--- src/rtl/i2cr_pkg.sv ---
package i2cr_pkg;

  typedef enum logic [2:0] {
    ST_IDLE,
    ST_RX,
    ST_ACK,
    ST_TX,
    ST_RACK,
    ST_SKIP
  } link_st_t;

  typedef enum logic [1:0] {
    PH_ADDR,
    PH_PTR,
    PH_DATA
  } phase_t;

  typedef struct packed {
    logic sda;
    logic scl_rise;
    logic scl_fall;
    logic start;
    logic stop;
  } bus_ev_t;

endpackage

--- src/rtl/i2cr_pin_sync.sv ---
module i2cr_pin_sync
  import i2cr_pkg::*;
#(
  parameter int STAGES = 2
) (
  input  logic    clk,
  input  logic    rst_n,
  input  logic    scl_i,
  input  logic    sda_i,
  output bus_ev_t ev
);

  localparam int NPIN = 2;

  logic [NPIN-1:0] pin_raw;
  logic [NPIN-1:0] pin_s;
  logic [NPIN-1:0] prev_q;

  assign pin_raw = {sda_i, scl_i};

  for (genvar g = 0; g < NPIN; g++) begin : g_line
    logic [STAGES-1:0] ff_q;
    logic [STAGES-1:0] ff_d;

    assign ff_d = {ff_q[STAGES-2:0], pin_raw[g]};

    always_ff @(posedge clk or negedge rst_n) begin
      if (!rst_n) begin
        ff_q <= '1;
      end else begin
        ff_q <= ff_d;
      end
    end

    assign pin_s[g] = ff_q[STAGES-1];
  end

  always_ff @(posedge clk or negedge rst_n) begin
    if (!rst_n) begin
      prev_q <= '1;
    end else begin
      prev_q <= pin_s;
    end
  end

  // index 0 = SCL, index 1 = SDA
  always_comb begin
    ev.sda      = pin_s[1];
    ev.scl_rise = pin_s[0] & ~prev_q[0];
    ev.scl_fall = ~pin_s[0] & prev_q[0];
    ev.start    = pin_s[0] & prev_q[0] & prev_q[1] & ~pin_s[1];
    ev.stop     = pin_s[0] & prev_q[0] & ~prev_q[1] & pin_s[1];
  end

endmodule

--- src/rtl/i2cr_cursor.sv ---
module i2cr_cursor #(
  parameter int AW = 7
) (
  input  logic          clk,
  input  logic          rst_n,
  input  logic          restore,
  input  logic          load,
  input  logic [7:0]    load_byte,
  input  logic          adv,
  output logic [AW-1:0] cur
);

  localparam logic [AW-1:0] SAT = '1;

  logic [AW-1:0] base_q, base_d;
  logic          blk_q, blk_d;
  logic [AW-1:0] cur_q, cur_d;

  always_comb begin
    base_d = base_q;
    blk_d  = blk_q;
    cur_d  = cur_q;
    if (load) begin
      blk_d  = load_byte[7];
      base_d = load_byte[AW-1:0];
      cur_d  = load_byte[AW-1:0];
    end else if (restore) begin
      cur_d = base_q;
    end else if (adv && blk_q && (cur_q != SAT)) begin
      cur_d = cur_q + 1'b1;
    end
  end

  always_ff @(posedge clk or negedge rst_n) begin
    if (!rst_n) begin
      base_q <= '0;
      blk_q  <= 1'b0;
      cur_q  <= '0;
    end else begin
      base_q <= base_d;
      blk_q  <= blk_d;
      cur_q  <= cur_d;
    end
  end

  assign cur = cur_q;

  // a block cursor at the top address stays there
  a_r8_sat_hold: assert property (@(posedge clk) disable iff (!rst_n)
    (adv && blk_q && !load && !restore && cur_q == SAT) |=> (cur_q == SAT));

  // without block access a word never moves the cursor
  a_r9_no_step: assert property (@(posedge clk) disable iff (!rst_n)
    (adv && !blk_q && !load && !restore) |=> $stable(cur_q));

  // block access moves to the next address below the top
  a_r7_step: assert property (@(posedge clk) disable iff (!rst_n)
    (adv && blk_q && !load && !restore && cur_q != SAT) |=> (cur_q == $past(cur_q) + 1'b1));

endmodule

--- src/rtl/i2cr_link.sv ---
module i2cr_link
  import i2cr_pkg::*;
#(
  parameter logic [6:0] TARGET = 7'h4A,
  parameter int         DW     = 16
) (
  input  logic          clk,
  input  logic          rst_n,
  input  bus_ev_t       ev,
  input  logic [DW-1:0] rdata,
  output logic          sda_oe,
  output logic          cur_restore,
  output logic          ptr_load,
  output logic [7:0]    ptr_byte,
  output logic          cur_adv,
  output logic          reg_we,
  output logic [DW-1:0] reg_wdata
);

  localparam int              NB   = DW / 8;
  localparam int              BIW  = (NB > 1) ? $clog2(NB) : 1;
  localparam logic [BIW-1:0]  LAST = BIW'(NB - 1);

  link_st_t       st_q, st_d;
  phase_t         ph_q, ph_d;
  logic [3:0]     cnt_q, cnt_d;
  logic [7:0]     sh_q, sh_d;
  logic [DW-1:0]  hold_q, hold_d;
  logic [DW-1:0]  wacc_q, wacc_d;
  logic [BIW-1:0] bidx_q, bidx_d;
  logic           rd_q, rd_d;
  logic           nack_q, nack_d;
  logic           oe_q, oe_d;
  logic           fetch;
  logic [7:0]     tx_byte;

  always_comb begin
    st_d        = st_q;
    ph_d        = ph_q;
    cnt_d       = cnt_q;
    sh_d        = sh_q;
    hold_d      = hold_q;
    wacc_d      = wacc_q;
    bidx_d      = bidx_q;
    rd_d        = rd_q;
    nack_d      = nack_q;
    oe_d        = oe_q;
    cur_restore = 1'b0;
    ptr_load    = 1'b0;
    cur_adv     = 1'b0;
    reg_we      = 1'b0;
    fetch       = 1'b0;
    tx_byte     = 8'h00;

    if (ev.stop) begin
      st_d = ST_IDLE;
      oe_d = 1'b0;
    end else if (ev.start) begin
      st_d        = ST_RX;
      ph_d        = PH_ADDR;
      cnt_d       = 4'd0;
      bidx_d      = '0;
      oe_d        = 1'b0;
      cur_restore = 1'b1;
    end else begin
      unique case (st_q)
        ST_RX: begin
          if (ev.scl_rise) begin
            sh_d  = {sh_q[6:0], ev.sda};
            cnt_d = cnt_q + 4'd1;
          end else if (ev.scl_fall && cnt_q == 4'd8) begin
            unique case (ph_q)
              PH_ADDR: begin
                if (sh_q[7:1] == TARGET) begin
                  st_d = ST_ACK;
                  oe_d = 1'b1;
                  rd_d = sh_q[0];
                end else begin
                  st_d = ST_SKIP;
                end
              end
              PH_PTR: begin
                st_d     = ST_ACK;
                oe_d     = 1'b1;
                ptr_load = 1'b1;
              end
              default: begin
                st_d   = ST_ACK;
                oe_d   = 1'b1;
                wacc_d = {wacc_q[DW-9:0], sh_q};
              end
            endcase
          end
        end
        ST_ACK: begin
          if (ev.scl_fall) begin
            oe_d  = 1'b0;
            cnt_d = 4'd0;
            unique case (ph_q)
              PH_ADDR: begin
                if (rd_q) begin
                  st_d  = ST_TX;
                  fetch = 1'b1;
                end else begin
                  st_d = ST_RX;
                  ph_d = PH_PTR;
                end
              end
              PH_PTR: begin
                st_d   = ST_RX;
                ph_d   = PH_DATA;
                bidx_d = '0;
              end
              default: begin
                st_d = ST_RX;
                if (bidx_q == LAST) begin
                  reg_we  = 1'b1;
                  cur_adv = 1'b1;
                  bidx_d  = '0;
                end else begin
                  bidx_d = bidx_q + 1'b1;
                end
              end
            endcase
          end
        end
        ST_TX: begin
          if (ev.scl_fall) begin
            if (cnt_q == 4'd7) begin
              oe_d = 1'b0;
              st_d = ST_RACK;
            end else begin
              sh_d  = {sh_q[6:0], 1'b0};
              oe_d  = ~sh_q[6];
              cnt_d = cnt_q + 4'd1;
            end
          end
        end
        ST_RACK: begin
          if (ev.scl_rise) begin
            nack_d = ev.sda;
          end else if (ev.scl_fall) begin
            if (nack_q) begin
              st_d = ST_SKIP;
            end else begin
              st_d  = ST_TX;
              fetch = 1'b1;
            end
          end
        end
        default: ;
      endcase
    end

    if (fetch) begin
      if (bidx_q == '0) begin
        tx_byte = rdata[DW-1 -: 8];
        hold_d  = rdata << 8;
        cur_adv = 1'b1;
      end else begin
        tx_byte = hold_q[DW-1 -: 8];
        hold_d  = hold_q << 8;
      end
      sh_d   = tx_byte;
      oe_d   = ~tx_byte[7];
      cnt_d  = 4'd0;
      bidx_d = (bidx_q == LAST) ? '0 : bidx_q + 1'b1;
    end
  end

  always_ff @(posedge clk or negedge rst_n) begin
    if (!rst_n) begin
      st_q   <= ST_IDLE;
      ph_q   <= PH_ADDR;
      cnt_q  <= 4'd0;
      sh_q   <= 8'h00;
      hold_q <= '0;
      wacc_q <= '0;
      bidx_q <= '0;
      rd_q   <= 1'b0;
      nack_q <= 1'b1;
      oe_q   <= 1'b0;
    end else begin
      st_q   <= st_d;
      ph_q   <= ph_d;
      cnt_q  <= cnt_d;
      sh_q   <= sh_d;
      hold_q <= hold_d;
      wacc_q <= wacc_d;
      bidx_q <= bidx_d;
      rd_q   <= rd_d;
      nack_q <= nack_d;
      oe_q   <= oe_d;
    end
  end

  assign sda_oe    = oe_q;
  assign ptr_byte  = sh_q;
  assign reg_wdata = wacc_q;

  // an address ACK is only ever given to the own address
  a_r1_ack_own_addr: assert property (@(posedge clk) disable iff (!rst_n)
    ($rose(oe_q) && st_q == ST_ACK && ph_q == PH_ADDR) |-> (sh_q[7:1] == TARGET));

  // once skipping, SDA stays released
  a_r6_skip_quiet: assert property (@(posedge clk) disable iff (!rst_n)
    (st_q == ST_SKIP) |-> !oe_q);

  // while sending, the line carries the MSB of the shift register
  a_r5_msb_on_line: assert property (@(posedge clk) disable iff (!rst_n)
    (st_q == ST_TX) |-> (oe_q == !sh_q[7]));

  // drive changes only follow an SCL fall, START or STOP
  a_r11_oe_on_event: assert property (@(posedge clk) disable iff (!rst_n)
    (oe_q != $past(oe_q)) |-> $past(ev.scl_fall || ev.start || ev.stop));

endmodule

--- src/rtl/i2c_reg_target.sv ---
module i2c_reg_target
  import i2cr_pkg::*;
#(
  parameter logic [6:0] TARGET_ADDR = 7'h4A,
  parameter int         SYNC_STAGES = 2,
  parameter int         DATA_W      = 16
) (
  input  logic              clk,
  input  logic              rst_n,
  input  logic              scl_i,
  input  logic              sda_i,
  output logic              sda_oe,
  output logic [6:0]        reg_addr,
  output logic [DATA_W-1:0] reg_wdata,
  output logic              reg_we,
  input  logic [DATA_W-1:0] reg_rdata
);

  localparam int AW = 7;

  bus_ev_t       ev;
  logic          cur_restore;
  logic          ptr_load;
  logic [7:0]    ptr_byte;
  logic          cur_adv;
  logic [AW-1:0] cur;

  i2cr_pin_sync #(
    .STAGES (SYNC_STAGES)
  ) u_sync (
    .clk   (clk),
    .rst_n (rst_n),
    .scl_i (scl_i),
    .sda_i (sda_i),
    .ev    (ev)
  );

  i2cr_link #(
    .TARGET (TARGET_ADDR),
    .DW     (DATA_W)
  ) u_link (
    .clk         (clk),
    .rst_n       (rst_n),
    .ev          (ev),
    .rdata       (reg_rdata),
    .sda_oe      (sda_oe),
    .cur_restore (cur_restore),
    .ptr_load    (ptr_load),
    .ptr_byte    (ptr_byte),
    .cur_adv     (cur_adv),
    .reg_we      (reg_we),
    .reg_wdata   (reg_wdata)
  );

  i2cr_cursor #(
    .AW (AW)
  ) u_cursor (
    .clk       (clk),
    .rst_n     (rst_n),
    .restore   (cur_restore),
    .load      (ptr_load),
    .load_byte (ptr_byte),
    .adv       (cur_adv),
    .cur       (cur)
  );

  assign reg_addr = cur;

endmodule

--- config.mk ---
export PLATFORM = sky130hd
export DESIGN_NAME = i2c_reg_target
export DESIGN_NICKNAME = d
export VERILOG_FILES = /design/src/rtl/i2cr_pkg.sv /design/src/rtl/i2cr_pin_sync.sv /design/src/rtl/i2cr_cursor.sv /design/src/rtl/i2cr_link.sv /design/src/rtl/i2c_reg_target.sv
export SDC_FILE = /design/constraint.sdc
export NUM_CORES = 1
export LEC_CHECK = 0
export ABC_CLOCK_PERIOD_IN_PS = 2100
export BUFFER_PORTS_ARGS = -buffer_cell sky130_fd_sc_hd__clkbuf_2
export CORE_MARGIN = 2
export CORE_UTILIZATION = 52
export DETAILED_ROUTE_END_ITERATION = 10
export PLACE_DENSITY = 0.79
export SYNTH_ARGS = -nofsm -noshare
export SYNTH_HDL_FRONTEND = slang
export SYNTH_SLANG_ARGS = --single-unit
--- constraint.sdc ---
create_clock -name clk -period 2.1 [get_ports clk]
set_clock_uncertainty 0.1 [all_clocks]
set_input_delay 0.42 -clock clk [delete_from_list [all_inputs] [get_ports clk]]
set_output_delay 0.42 -clock clk [all_outputs]
set_load 0.01 [all_outputs]
# Word-level counts from Yosys, hierarchy flattened
# Cells that the tools add are included.
[word_totals]
inputBits = 20
reg_bits = 74
elab_cells = 176
[classes]
n_eq_ne = 32
bitwise_logic = 17
n_mux = 84
add_sub_neg = 3
n_reduce_logical = 24
[op_table]
columns = ["operator", "count"]
rows = [
  ["$mux W8", 8],
  ["$mux W1", 40],
  ["$mux W3", 12],
  ["$mux W4", 7],
  ["$ne A4 B3 Y1 const B", 7],
  ["$reduce_and A6 Y1", 4],
  ["$mux W7", 3],
  ["$mux W16", 1],
  ["$pmux W8 S2", 1],
  ["$ne A5 B3 Y1 const B", 3],
  ["$reduce_bool A3 Y1", 5],
  ["$mux W2", 6],
  ["$pmux W3 S4", 1],
  ["$pmux W4 S3", 1],
  ["$reduce_bool A6 Y1", 2],
  ["$not A1 Y1", 10],
  ["$ne A3 B2 Y1 const B", 3],
  ["$ne A4 B2 Y1 const B", 2],
  ["$ne A4 B4 Y1 const B", 2],
  ["$reduce_and A4 Y1", 2],
  ["$reduce_and A8 Y1", 1],
  ["$add A7 B1 Y7 const B", 1],
  ["$and A1 B1 Y1", 7],
  ["$eq A7 B7 Y1 const B", 1],
  ["other kinds (24)", 30],
]

# Depth between registers and ports, before layout
# Gate-level depths: netlist (run 1).
[logic_depth]
ltp_word = 14
depth_mapped = 9
depth_no_buf = 7

# By module
# From an unflattened synthesis (run 1), not the netlist that was laid out.
[unflattened]
cells_unflattened = 339
area_unflattened_um2 = 3472.1
[by_module_without_submodules]
columns = ["module", "seq_area_each_um2", "cells_per_inst", "n_inst", "area_each_um2"]
rows = [
  ["i2cr_link", 1127.3, 238, 1, 2451.1],
  ["i2cr_cursor", 375.4, 90, 1, 823.3],
  ["i2cr_pin_sync", 157.7, 11, 1, 197.7],
]

# Worst setup path after synthesis (run 1)
# No wires, ideal clock.
[synth_path]
kind = "register to register"
startpoint = "register u_sync.g_line[0].ff_q[1]"
endpoint = "register u_link.oe_q, in the netlist u_link.sda_oe"
required_ns = 1.875
setup_time_ns = 0.125
arrival_time_ns = 1.789
n_path_buf = 2
path_slack_ns = 0.086
stages_incl_launch_ff = 8
path_cell_list = "dfstp_2 -> clkbuf_1 -> nor2b_1 -> buf_2 -> nand2_1 -> o32a_1 -> mux2_1 -> mux2_2"
[synth_between]
elab_chain_cells = 9
elab_cells_between_ends = 25
classes_between = "eq/ne (5); mux (9); bitwise (8); reduce/logical (3)"
[synth_lines]
columns = ["element", "line", "source"]
rows = [
  ["start, declared", "i2cr_pin_sync.sv:22", "logic [STAGES-1:0] ff_q;"],
  ["start signal, assigned", "i2cr_pin_sync.sv:29", "ff_q <= '1;"],
  ["start signal, assigned", "i2cr_pin_sync.sv:31", "ff_q <= ff_d;"],
  ["$not A1 Y1", "i2cr_pin_sync.sv:50", "ev.scl_fall = ~pin_s[0] & prev_q[0];"],
  ["$and A1 B1 Y1", "i2cr_pin_sync.sv:50", ""],
  ["$mux W1", "i2cr_link.sv:142", "end else if (ev.scl_fall) begin"],
  ["$mux W1", "i2cr_link.sv:140", "if (ev.scl_rise) begin"],
  ["$pmux W1 S2", "i2cr_link.sv:66", "unique case (st_q)"],
  ["$mux W1", "i2cr_link.sv:58", "end else if (ev.start) begin"],
  ["$mux W1", "i2cr_link.sv:55", "if (ev.stop) begin"],
  ["$ne A6 B4 Y1 (no source line), or another cell as far along", "--", ""],
  ["$reduce_and A6 Y1 (no source line)", "--", ""],
  ["end signal, assigned", "i2cr_link.sv:182", "oe_q <= 1'b0;"],
  ["end signal, assigned", "i2cr_link.sv:193", "oe_q <= oe_d;"],
  ["end, declared", "i2cr_link.sv:33", "logic oe_q, oe_d;"],
]
# Several ways; a longest one is shown, not always the timed one.
# A chain may end at the register's enable or synchronous reset.

# Worst setup path in the final report (run 1)
[layout_path]
startpoint = "register u_sync.prev_q[0]"
endpoint = "register u_link.oe_q, in the netlist u_link.sda_oe"
[layout_between]
elab_chain_cells = 8
elab_cells_between_ends = 25
classes_between = "eq/ne (5); mux (9); bitwise (8); reduce/logical (3)"
[layout_lines]
columns = ["element", "line", "source"]
rows = [
  ["start, declared", "i2cr_pin_sync.sv:17", "logic [NPIN-1:0] prev_q;"],
  ["start signal, assigned", "i2cr_pin_sync.sv:42", "prev_q <= pin_s;"],
  ["$and A1 B1 Y1 or $not A1 Y1 (tied branches)", "i2cr_pin_sync.sv:50, i2cr_pin_sync.sv:49", ""],
  ["$mux W1 or $and A1 B1 Y1 (tied branches)", "i2cr_link.sv:142, i2cr_pin_sync.sv:49", ""],
  ["$mux W1", "i2cr_link.sv:140", ""],
  ["$pmux W1 S2", "i2cr_link.sv:66", ""],
  ["$mux W1", "i2cr_link.sv:58", ""],
  ["$mux W1", "i2cr_link.sv:55", ""],
  ["$ne A6 B4 Y1 (no source line), or another cell as far along", "--", ""],
  ["$reduce_and A6 Y1 (no source line)", "--", ""],
]
# Several ways; a longest one is shown, not always the timed one.

==> metrics.md, run 1 <==
| Metric | Value |
|---|---|
| FF+latch count, synth | 66 |
| Initial antenna violation count | 0 |
| Asr flop ratio synth | 1.00 |
| Clock Latency Late Sink | between 300 and 400 ps |
| Routed via count | 2834 |
| RSZ-0062 raised after global routing | yes |
| Hold WC Path Type | primary input to register |
| Synth Net Count | 361 |
| Fillcell total | 501 |
| Register area share after synthesis | 0.484 |
| Post-synth EDFFs | 0 |
| Diodes inserted | 0 |
| WL per Instance | ~17 um |
| Clock buffer depth | 2 |
| Largest net degree at the start of global routing | 67 |
| TritonCTS buffer count | 9 |
| Post-synthesis xor/xnor area fraction | 0.0153 |
| YS warnings | 0 |
| Rows | 29 |
| Nets@finish | around 430 |
| Vias in the first global route | about 2.8k |
| DRC | 0 |
| GP Congestion | 0.905 |
| Gr ovfl total | 0 |
| Main synth FF type | dfrtp_1 |
| Antenna-violating nets left | 0 |
| Kind of critical path | register to register |
| Clock sink count | between 60 and 70 |
| Count of TritonRoute iterations in the first routing pass | 5 |
| Worst Tran Pin Value | around 430 ps |
| Most common cell in the netlist | nand2_1 |
| Hold Vio Cnt, Final | 0 |
| Worst hold slack | 53.3 ps |
| Mux share of post-synthesis cell area | 0.111 |
| Largest family of logic cells by synthesized area | simple AND/OR/NAND/NOR gates |
| Top cells by area, synth | dfrtp_1 (43%), mux2_2 (7.5%), nand2_1 (6.8%), dfstp_2 (5.4%), mux2i_1 (3.2%) |
| Synth top area share | 0.430 |
| Final worst path period share | 0.974 |
| Die area | between 0.007 and 0.008 mm2 |
| Slew HR | 0.714 |
| Slew Limit Fails | 0 |
| R2R setup slack | between 50 and 60 ps |
| Clock Pin Slew Worst Setup and Hold Paths | around 70 ps |
| Static leakage | slightly below 0.002 uW |
| Layout cell share with drive strength beyond 1 | 0.345 |
| Syn Inst Count | 338 |
| HPWL after DPL | approximately 5700 um |
| Min Tclk post-route | between 2000 and 2500 ps |
| Port Buffers | between 40 and 50 |
| PD cells | 1080 mW/mm2 |
| 1st-iter DRT viols | around 220 |
| Crit-path cells | buf_4 > nand2_1 > nor2_1 > a21oi_1 > mux2_1 > mux2_2 |
| Worst VDD drop | between 600 and 700 uV |
| Worst-path fanout max | 7 |
| Mean Syn Cell Area | 10.2 um2 |
| H-tree lvl count | 3 |
| Synth-to-Final Area Change | 22.7% |
| Post-synth cell types | 53 |
| Max Clk Rate | about 490 MHz |
| Via density | 5.77 |
| Compound-Gate Fraction of Synth Area | 0.121 |
| DRT Wirelength | about 8000 um |
| Slowest CP cell | dfstp_2 |
| Initial core utilization | 0.541 |
| TritonCTS clock tree | built |
| Clock root cell | clkbuf_8 |
| Status | complete, no violations |
| Setup violators final | 0 |
| Largest stage delay on the critical path | a little under 600 ps |
| Synth Area in Adders | 0.0109 |
| Area leader, netlist | dfrtp_1 |
| GRT Util Overall | 0.243 |
| First-pass GRT wire length | 13800 um |
| DIE WIDTH | about 85 um |
| Core area | roughly 0.0063 mm2 |
| Post-Syn Area | approximately 0.0034 mm2 |
| CP arrival | ~2200 ps |
| Post-Synth Simple-Gate Area | 0.224 |
| # Max-Cap Violations | 0 |
| # IOs | between 40 and 50 |
| Die Y | 85.3 um |
| CP Capture Type | register |
| Final core occ | 0.663 |
| Worst setup SP type | register |
| Most frequent cells after synthesis | nand2_1 (62), dfrtp_1 (59), mux2_2 (23) |
| Worst Path Required | around 2200 ps |
layout make-up:
class	count	area (um2)	share of cell area
Clock buffer	9	124	0.0294
Sequential cell	66	1660	0.395
Multi-Input combinational cell	246	1680	0.400
Tap cell	77	96.3	0.0229
Timing Repair Buffer	81	526	0.125
Inverter	5	18.8	0.00446
Clock inverter	7	101	0.0241
metrics by stage:
step | instances | power, uW | setup WS, ps | cell area, um2 | TNS, ps
2_1_floorplan | 338 | 2710 | 86.4 | 3430 | 0
3_3_place_gp | 469 | 3210 | 106 | 3910 | 0
3_5_place_dp | 469 | 3260 | 84.9 | 3910 | 0
4_1_cts | 488 | 4480 | 6.34 | 4170 | 0
5_1_grt | 491 | 4820 | -17.2 | 4210 | -25.5
6_report | 491 | 4530 | 54.8 | 4210 | 0
where the power goes:
group / total, uW / internal (uW) / switching (uW)
Combinational: 1450 / 710 / 740
Sequential: 1870 / 1560 / 319
Clock: 1210 / 680 / 527
state kept, by name, indices dropped and copies added, names as in the netlist:
register and count:
u_cursor.base_q 7, u_cursor.cur 7, u_link.cnt_q 4, u_link.reg_wdata 16, u_link.rd_q 1, u_link.bidx_q 1
u_sync.g_line.ff_q 4, u_link.ptr_byte 8, u_cursor.blk_q 1, u_link.nack_q 1, u_link.st_q 3, u_link.ph_q 2
u_link.sda_oe 1, u_link.hold_q 8, u_sync.prev_q 2
logic make-up (layout without fill, tap and decap cells):
family | after synthesis | count (layout)
and+or+nand+nor | 143 | 143
buffers and inverters | 26 | 102
adders and majority gates | 3 | 3
AOI/OAI and AO/OA | 59 | 59
muxes | 35 | 35
DFF | 66 | 66
xor gates and xnor gates | 6 | 6
per-layer routing:
layer | up-vias | global-route usage | part of all wire
li1 | 1356 | - | -
met1 | 1384 | 0.339 | 0.44
met2 | 82 | 0.382 | 0.50
met3 | 12 | 0.0564 | 0.054
met4 | 0 | 0.0678 | 0.012
met5 | - | 0 | 0
path summary, 6_finish.rpt:
check | from | endpoint | depth (start not counted)
min in group asynchronous | rst_n | u_link.reg_wdata[11]$_DFFE_PN0P_ | 3
hold / removal | scl_i | u_sync.g_line[0].ff_q[0]$_DFF_PN1_ | 1
setup reg to reg | u_sync.prev_q[0]$_DFF_PN1_ | u_link.sda_oe$_DFFE_PN0P_ | 6
setup / recovery | u_sync.prev_q[0]$_DFF_PN1_ | u_link.sda_oe$_DFFE_PN0P_ | 6
max in group asynchronous | rst_n | u_sync.prev_q[0]$_DFF_PN1_ | 3
hold reg to reg | u_sync.g_line[1].ff_q[0]$_DFF_PN1_ | u_sync.g_line[1].ff_q[1]$_DFF_PN1_ | 0
cell usage in the layout (no fill, tap or decap), types with 2 or more instances in the layout:
cell type / count
nand3b_1: 13
or2_2: 2
o21ai_1: 2
clkbuf_2: 44
dfstp_2: 7
o21ai_0: 7
a21oi_1: 13
ha_1: 3
nand3_1: 10
o2111ai_1: 3
a211oi_1: 8
nor3b_2: 3
buf_12: 2
xor2_1: 3
mux2_2: 23
clkbuf_8: 9
o211ai_1: 9
nor3_1: 2
bufinv_16: 2
nor2_1: 12
dfrtp_2: 2
dfrtp_1: 57
nand2_1: 62
xnor2_1: 3
buf_4: 34
nor3b_1: 5
nor4bb_1: 2
nand4b_1: 2
nand4_1: 3
inv_1: 4
mux2i_1: 11
nand2b_1: 4
nor2b_1: 11
a31oi_1: 6
critical path: cells and delay by family, from the launching register on:
family          cells  cell delay (ps)
compound gates      1              100
simple gates        2              440
buf+inv             1              170
mux                 2              550
flops               1              580
what timing repair did:
action                                  in CTS  in global routing
pin swaps                                    0                  2
endpoints found under the hold margin       15                  0
endpoints found under the setup margin       1                 13
gates resized for setup                      3                  5
setup buffers                                2                  3
hold buffers                                 1                  0
No activity file was read; power rests on OpenSTA's default activity.
==> run 2: changes to the inputs <==
--- a/config.mk
+++ b/config.mk
@@ -6,7 +6,7 @@
 export NUM_CORES = 1
 export LEC_CHECK = 0
 export ABC_CLOCK_PERIOD_IN_PS = 2100
-export BUFFER_PORTS_ARGS = -buffer_cell sky130_fd_sc_hd__clkbuf_2
+export BUFFER_PORTS_ARGS = -buffer_cell sky130_fd_sc_hd__buf_2
 export CORE_MARGIN = 2
 export CORE_UTILIZATION = 52
 export DETAILED_ROUTE_END_ITERATION = 10
==> run 2 against run 1 <==
Power shrank 1.8%. Sequential power is essentially flat. Combinational power grew 5%. Cell area grew 0.92%. First-iteration DRC count grew 17%. Largest cell class unchanged. Utilization grew 0.61 points. Setup slack lost 29 ps. Critical endpoint is now reg_we. Register-to-register slack is essentially flat.
==> metrics.md, run 2 (synthesis results as in run 1) <==
| Metric | Value |
|---|---|
| GRT Util Overall | 0.235 (-0.00793) |
| Fin cells | 495 (+0.81%) |
| Hold WC Path Type | primary input to register |
| # IOs | 45 (unchanged) |
| Vias in the first global route | 2731 (-1.0%) |
| GP Congestion | 0.924 (+2.1%) |
| Clock sink count | 66 (unchanged) |
| Setup violators final | 0 (unchanged) |
| Initial core utilization | 0.541 (unchanged) |
| HPWL after DPL | 5810 um (+2.2%) |
| Final worst path period share | 0.988 (+0.0138) |
| Largest stage delay on the critical path | 590 ps (about the same) |
| PD cells | 1050 mW/mm2 (-2.7%) |
| M3 GR Usage | 0.0389 (-0.0175) |
| # Max-Cap Violations | 0 (unchanged) |
| Tot Pwr | 4450 uW (-1.8%) |
| TNS Setup | 0 ps (unchanged) |
| Worst hold slack | 70.2 ps (+16.9 ps) |
| Commonest non-fill, non-tap cells in the layout | nand2_1 (62), dfrtp_1 (57), buf_2 (45), buf_4 (34), mux2_2 (23) |
| Routed via count | 2873 (+1.4%) |
| Die Y | 85.3 um (unchanged) |
| Worst Tran Pin Value | 574 ps (+146 ps) |
| CP Capture Type | output pin |
| 1st-iter DRT viols | 251 (+17%) |
| DP Cell Count | 471 (+0.43%) |
| Clock Pin Slew Worst Setup and Hold Paths | 70 ps (about the same) |
| Commonest non-fill, non-tap cell in the layout | nand2_1 |
| Worst-path fanout max | 6 (-1) |
| Largest net degree at the start of global routing | 67 (unchanged) |
| Max Clk Rate | 482 MHz (-1.4%) |
| Synth-to-Final Area Change | 23.8% |
| Count of TritonRoute iterations in the first routing pass | 4 (-1) |
| Slew Limit Fails | 0 (unchanged) |
| Port Buffers | 44 (unchanged) |
| CP delay by family, top | flip-flops |
| Slew HR | 0.608 (-0.106) |
| CP arrival | 1550 ps (-630 ps) |
| Layout cell share with drive strength beyond 1 | 0.354 (+0.00866) |
| DRC | 0 (unchanged) |
| First-pass GRT wire length | 13300 um (-3.8%) |
| Static leakage | 0.00201 uW (+2.3%) |
| Kind of critical path | register to output pin |
| WL per Instance | 16.4 um (-1.3%) |
| Status | complete, no violations |
| Hold Vio Cnt, Final | 0 (unchanged) |
| Core area | 0.00635 mm2 (unchanged) |
| Initial antenna violation count | 0 (unchanged) |
| Worst VDD drop | 742 uV (+20%) |
| Gr ovfl total | 0 (unchanged) |
| Die area | 0.00727 mm2 (unchanged) |
| Via density | 5.80 (+0.56%) |
| TritonCTS clock tree | built |
| RSZ-0062 raised after global routing | yes |
| Clock root cell | clkbuf_8 |
| Final core occ | 0.669 (+0.00611) |
| Fillcell total | 468 (-6.6%) |
| Clock Latency Late Sink | 350 ps (about the same) |
| TritonCTS buffer count | 9 (unchanged) |
| Crit-path cells | nand2b_2 > nor3_4 > and3_1 > buf_2 |
| Clock buffer depth | 2 (unchanged) |
| Buf+Inv Stages, Crit Path | 1 (unchanged) |
| DRT Wirelength | 8130 um (-0.51%) |
| DIE WIDTH | 85.3 um (unchanged) |
| Max reg flops | 16 (unchanged) |
| Rows | 29 (unchanged) |
| Nets@finish | 436 (+0.93%) |
| Diodes inserted | 0 (unchanged) |
| Antenna-violating nets left | 0 (unchanged) |
| GRT met2 Usage | 0.360 (-0.0220) |
| Slowest CP cell | dfstp_2 |
| Worst Path Required | 1580 ps (-650 ps) |
| H-tree lvl count | 3 (unchanged) |
| Met1 Track Usage GR | 0.331 (-0.00865) |
| Worst setup SP type | register |
| Min Tclk post-route | 2070 ps (+29.0 ps) |
| Busiest grt layer | met2 |
[run 2: changes by cell type in the layout (fill, tap and decap cells not counted), moves of 2 or more]
| cell | before | now |
|---|---|---|
| buf_2 | 0 | 45 |
| buf_6 | 0 | 2 |
| clkbuf_1 | 0 | 2 |
| clkbuf_2 | 44 | 0 |
[run 2: layer usage]
layer  wire length [um]  vias up
met3                479       10
met2               3870      103
met4                136        0
met1               3650     1392
li1                   -     1368
met5                  0        -
[run 2: stage by stage]
stage	setup WS, ps	cell area (um2)
6_report	25.8	4250
5_1_grt	-29.6	4250
4_1_cts	7.98	4190
3_5_place_dp	57.4	3940
3_3_place_gp	116	3940
2_1_floorplan	86.4	3430
[run 2: path summary, 6_finish.rpt]
check                                                         from                                  to  slack (ps)  depth (start not counted)
worst max-delay path                    u_sync.prev_q[0]$_DFF_PN1_                              reg_we          30                          4
worst min-delay path                                         scl_i  u_sync.g_line[0].ff_q[0]$_DFF_PN1_          70                          1
worst max register to register          u_link.st_q[2]$_DFFE_PN0P_           u_link.sda_oe$_DFFE_PN0P_          60                          6
worst min register to register  u_sync.g_line[0].ff_q[0]$_DFF_PN1_  u_sync.g_line[0].ff_q[1]$_DFF_PN1_         260                          0
max in group asynchronous                                    rst_n           u_link.nack_q$_DFFE_PN1P_        1070                          3
min in group asynchronous                                    rst_n     u_link.reg_wdata[2]$_DFFE_PN0P_         510                          3
[run 2: power breakdown]
part           leakage, uW  internal [uW]  switching (uW)
clock            0.0000966            582             486
sequential        0.000845           1560             304
combinational      0.00106            744             780
total              0.00201           2880            1570
[run 2: layout make-up]
class	instances	area (um2)	area share
multi-input combinational	246	1700	0.401
sequential	66	1660	0.391
clock inverter	4	51.3	0.0121
clock buffer	12	145	0.0341
timing repair buffer	85	573	0.135
tap	77	96.3	0.0227
inverter	5	18.8	0.00442
[run 2: what timing repair did]
item                                    CTS  global route
resized for setup                         4            11
hold endpoints to repair                 34             0
pin swaps                                 2             2
hold buffers                              1             0
endpoints found under the setup margin    1            20
setup buffers                             4             2
gates cloned                              0             1
